<file path="config.mk">
export PLATFORM = sky130hd
export DESIGN_NAME = trap_cond_unit
export DESIGN_NICKNAME = d
export VERILOG_FILES = /design/src/rtl/trap_cond_unit.sv
export SDC_FILE = /design/constraint.sdc
export NUM_CORES = 1
export LEC_CHECK = 0
export ABC_AREA = 0
export BUFFER_PORTS_ARGS = -buffer_cell sky130_fd_sc_hd__buf_2
export CAP_MARGIN = 0
export CORE_MARGIN = 2
export CORE_UTILIZATION = 35
export CTS_CLUSTER_DIAMETER = 150
export DETAILED_ROUTE_END_ITERATION = 8
export PLACE_DENSITY = 0.8
export SLEW_MARGIN = 20
export SYNTH_ARGS = -nofsm -noshare
export SYNTH_HDL_FRONTEND = slang
export SYNTH_SLANG_ARGS = --single-unit
export TNS_END_PERCENT = 20
</file>
<file path="constraint.sdc">
create_clock -name clk -period 10.8 [get_ports clk]
set_clock_uncertainty 0.1 [all_clocks]
set_input_delay 1.62 -clock clk [delete_from_list [all_inputs] [get_ports clk]]
set_output_delay 1.62 -clock clk [all_outputs]
set_load 0.05 [all_outputs]
</file>
<file path="src/rtl/trap_cond_unit.sv">
module trap_cond_unit #(
  parameter int XLEN   = 64,
  parameter int IMM_W  = 16,
  parameter int INSN_W = 32
) (
  input  logic              clk,
  input  logic              rst_n,
  input  logic              in_valid,
  input  logic [2:0]        cond,
  input  logic              use_imm,
  input  logic [XLEN-1:0]   src_a,
  input  logic [XLEN-1:0]   src_b,
  input  logic [IMM_W-1:0]  imm,
  input  logic [INSN_W-1:0] insn_word,
  output logic              trap_fire,
  output logic [INSN_W-1:0] trap_word
);

  localparam int EXT_W = XLEN - IMM_W;

  localparam logic [2:0] C_EQ  = 3'd0;
  localparam logic [2:0] C_NE  = 3'd1;
  localparam logic [2:0] C_GE  = 3'd2;
  localparam logic [2:0] C_GEU = 3'd3;
  localparam logic [2:0] C_LT  = 3'd4;
  localparam logic [2:0] C_LTU = 3'd5;

  logic [XLEN-1:0] imm_wide, opnd_b;
  logic            same, lt_s, lt_u, hit;

  assign imm_wide = {{EXT_W{imm[IMM_W-1]}}, imm};
  assign opnd_b   = use_imm ? imm_wide : src_b;

  assign same = (src_a == opnd_b);
  assign lt_s = ($signed(src_a) < $signed(opnd_b));
  assign lt_u = (src_a < opnd_b);

  always_comb begin
    case (cond)
      C_EQ:    hit = same;
      C_NE:    hit = !same;
      C_GE:    hit = !lt_s;
      C_GEU:   hit = !lt_u;
      C_LT:    hit = lt_s;
      C_LTU:   hit = lt_u;
      default: hit = 1'b0;
    endcase
  end

  always_ff @(posedge clk) begin
    if (!rst_n) begin
      trap_fire <= 1'b0;
      trap_word <= '0;
    end else begin
      trap_fire <= in_valid && hit;
      if (in_valid && hit)
        trap_word <= insn_word;
    end
  end

  AST_FIRE_NEEDS_VALID: assert property (@(posedge clk) disable iff (!rst_n)
    trap_fire |-> $past(in_valid));
  AST_RESERVED_SILENT: assert property (@(posedge clk) disable iff (!rst_n)
    (in_valid && cond[2] && cond[1]) |=> !trap_fire);
  AST_WORD_CAPTURE: assert property (@(posedge clk) disable iff (!rst_n)
    trap_fire |-> (trap_word == $past(insn_word)));
  AST_WORD_HOLD: assert property (@(posedge clk) disable iff (!rst_n)
    (!trap_fire && $past(rst_n)) |-> $stable(trap_word));
  AST_EQ_REG_MATCH: assert property (@(posedge clk) disable iff (!rst_n)
    (in_valid && cond == C_EQ && !use_imm && src_a == src_b) |=> trap_fire);
  AST_GEU_IMM_TOP: assert property (@(posedge clk) disable iff (!rst_n)
    (in_valid && cond == C_GEU && use_imm && &imm && !(&src_a)) |=> !trap_fire);

endmodule

</file>
[Word level (Yosys, flattened, before mapping)]
Index checks and enable logic that the tools add are counted.
W data, S select, Z words.
Storage, ports and cells
  register bits after elaboration: 33
  input bits: 183
  output and inout bits: 33
  logic and storage cells: 17
Operators by class
  order comparisons: 2
  equality and inequality tests: 6
  mux-type cells: 2
  reduce and logical (&&, ||, !) cells: 5
Operators with widths (number)
  $lt A64 B64 Y1: 2
  $eq A64 B64 Y1: 1
  $mux W64: 1
  $eq A3 B2 Y1 const B: 2
  $eq A3 B3 Y1 const B: 2
  $pmux W1 S6: 1
  $eq A3 B1 Y1 const B: 1
  $logic_not A1 Y1: 3
  $logic_not A3 Y1: 1
  $logic_and A1 B1 Y1: 1

[Logic depth before layout (Yosys ltp)]
  depth in word-level cells: 5
  mapped depth: 17
  depth with buffers taken out: 12

[Worst setup path before layout]
No wires, ideal clock.
  path type: input to register
  start point: input use_imm
  end point: register trap_word[12]
  setup time: 0.072 ns
  arrival time: 5.251 ns
  data required time: 10.628 ns
  setup slack: 5.378 ns
  cell stages on the path: 16
  path buffers: 5
  cells stage by stage: clkbuf_1 > and2_1 > clkbuf_1 > clkbuf_1 > buf_1 > a21oi_1 > ha_1 > and4_1 > nor3b_1 > a221oi_1 > nand2_1 > a31o_1 > or3_4 > a311oi_4 > buf_6 > mux2i_1
On the way
  cells in the longest elaborated chain, start to end: 5
  elaborated cells on any way between the ends: 9
  those cells by class: order compare (2); eq/ne (1); mux (2); reduce/logical (4)
Ends and longest elaborated chain
  start: declaration: RTL line 10  | input logic use_imm,
  $mux W64 (*): RTL line 32  | assign opnd_b = use_imm ? imm_wide : src_b;
  $lt A64 B64 Y1, or another cell as far along: RTL line 36  | assign lt_u = (src_a < opnd_b);
  $logic_not A1 Y1, on equally long branches: RTL line 43, 41, 42
  $pmux W1 S6 (*): RTL line 39  | case (cond)
  $logic_and A1 B1 Y1 (*): RTL line 56  | if (in_valid && hit)
  end signal: assignment: RTL line 57  | trap_word <= insn_word;
  end: declaration: RTL line 16  | output logic [INSN_W-1:0] trap_word
Mark *: on every way between the ends. The rest lies on a longest branch, timed or not.
A chain may end at the register's enable or synchronous reset.

[Worst setup path in the final report]
  start point: input use_imm
  end point: register trap_word[5]
Same word-level chain as after synthesis.

==> results.json <==
{
  "status": "completed",
  "drc": 0,
  "clkTransAtPathRegs_ps": 60,
  "avgSynthCellArea_um2": 8.088,
  "numClockSinks": 33,
  "synth_flop_cell": "dfxtp_1",
  "nFillCells": 879,
  "peakVddDrop_uv": 69.36,
  "synth_edf_count": 0,
  "ys_types": 36,
  "setup_violations": 0,
  "antenna_found_initial": 0,
  "path_max_fanout": 49,
  "viasPerCell": 5.145,
  "synthArstFlopShare": 0,
  "drtIter0Drc": 94,
  "cts_setup_buffers": 0,
  "setup_ws_ps": 5290,
  "grt_overflow": 0,
  "route.layer.met1.wl_um": 4074,
  "hold_viol_final": 0,
  "dp_hpwl_um": 8245,
  "finalWirelength_um": 9742,
  "grt_util_all_layers": 0.1875,
  "grt_max_degree": 66,
  "coreArea_um2": 8763,
  "whs_path_depth": 2,
  "clockBufferDepth": 2,
  "nNetsFinal": 843,
  "cts_tree": "yes",
  "r2r_cells": 2,
  "root_buffer": "clkbuf_8",
  "worst_skew_pair.late_latency_ps": 280,
  "fin_crit_ps": 5510,
  "yosysTopAreaCell": "ha_1",
  "route.met3.wl_um": 636,
  "synth_fp_nets": 641,
  "synth.area.top_cells": "ha_1, dfxtp_1, mux2i_1",
  "leakage_nw": 2.330,
  "avgRoutedWirePerCell_um": 13.82,
  "grt_pass1_wl_um": 15370,
  "slew_headroom": 0.3174,
  "power.density_nw_per_um2": 100.3,
  "postLayoutCellArea_um2": 4428,
  "num_vias": 3627,
  "cts_resized": 0,
  "syn2layout_area_growth_pct": 38.95,
  "numPortBuffers": 215,
  "htreeDepth": 2,
  "postLayoutCoreUtil": 0.5053,
  "critPathCaptureType": "register",
  "rsz0062_at_grt": "false",
  "worstMarginPinSlew_ps": 1024,
  "tns_ps": 0,
  "fmaxAchievable_ghz": 0.1815,
  "synth_seq_cells": 33,
  "synth.top_cell.area_share": 0.2513,
  "max_cap_violations": 0,
  "post-place-ws_ps": 4991,
  "dieArea_um2": 9884,
  "antenna_cells": 0,
  "wl_met2_um": 4777,
  "period_share": 0.5102,
  "postRouteAntennaNets": 0,
  "drive_gt1_frac": 0.3836,
  "netlist_area_um2": 3187,
  "cp.required_ps": 10890,
  "grt_pass1_vias": 3519,
  "worstHoldPathType": "reg -> reg",
  "die_h_um": 99.42,
  "ys.warnings.count": 0,
  "arrival_ps": 5610,
  "globalplace.congestion": 0.8832,
  "row_count": 34,
  "firstDrtPassIters": 4,
  "fp.dieW_um": 99.42,
  "cts-hold-fix-buffers": 0,
  "top_layer": "met4",
  "post_dp_cell_area_um2": 4312,
  "whs_ps": 353.3,
  "crit_type": "in -> reg",
  "start_kind": "primary input",
  "ys_seq_area_frac": 0.2073,
  "start_util": 0.3636,
  "netlist_instances": 394,
  "synth_common_cells": "nand2_1, a21oi_1, ha_1, mux2i_1, dfxtp_1",
  "synth_most_common_cell": "nand2_1",
  "pin_count": 216,
  "slew_violations": 0,
  "cts_made_buffers": 5
}
-- layer usage --
metal,up-vias,GRT usage
met3,24,0.03233
met1,1602,0.2228
li1,1855,-
met4,0,0.06112
met2,146,0.3410
met5,-,0
-- state kept, by name, summed over array words and instances, names as in the netlist --
register   flops
trap_fire      1
trap_word     32
-- final timing paths --
kind            startpoint             to  slack [ps]
max                use_imm   trap_word[5]        5290
min          trap_word[18]  trap_word[18]         350
max reg2reg   trap_word[5]   trap_word[5]       10020
min reg2reg  trap_word[18]  trap_word[18]         350
-- critical path, stage by stage --
cell      delay [ps]
buf_2            370
and2_1           190
buf_4            410
a21oi_1           80
ha_1             320
nand4_1          160
nor2_1            70
a221o_1          330
o311a_1          370
a31o_1           210
or3_4            380
a311oi_4         280
buf_4            490
mux2i_1          290
-- power by group --
part           switching, mW  internal [mW]
logic                  0.112         0.0787
clock network         0.0426         0.0752
registers            0.00469          0.132
-- cell usage in the layout (no fill, tap or decap), types with 5 or more instances in the layout --
cell and n:
nand3_1 6, nand2_1 81, o21ai_0 8, buf_2 215, dfxtp_1 33, clkbuf_8 6, inv_1 5, a21oi_1 77
mux2i_1 46, ha_1 64, nand4_1 12, nor2_1 5
-- logic make-up after synthesis --
group	Yosys count	synth area share
adder cells (fa/ha/maj)	64	0.2513
buffers and inverters	28	0.04005
multiplexers	47	0.1480
AND/OR/NAND/NOR	118	0.1661
AO/OA/AOI/OAI	104	0.1873
flip-flops	33	0.2073
-- metrics by stage --
step | cells | power, mW
final | 705 | 0.4443
after global routing | 705 | 0.4750
after CTS | 705 | 0.4494
after detailed placement | 697 | 0.3291
after global placement | 697 | 0.3226
after floorplan | 394 | 0.2657
-- cell type report --
class,count,area [um2],share of cell area
Clock buffer,7,86.33,0.01950
Clock inverter,1,30.03,0.006782
Inverter,5,18.77,0.004238
Multi-Input combinational cell,333,2399,0.5417
Sequential cell,33,660.6,0.1492
Tap cell,108,135.1,0.03052
Timing Repair Buffer,218,1099,0.2481
Power figures use the tool's default switching activity.
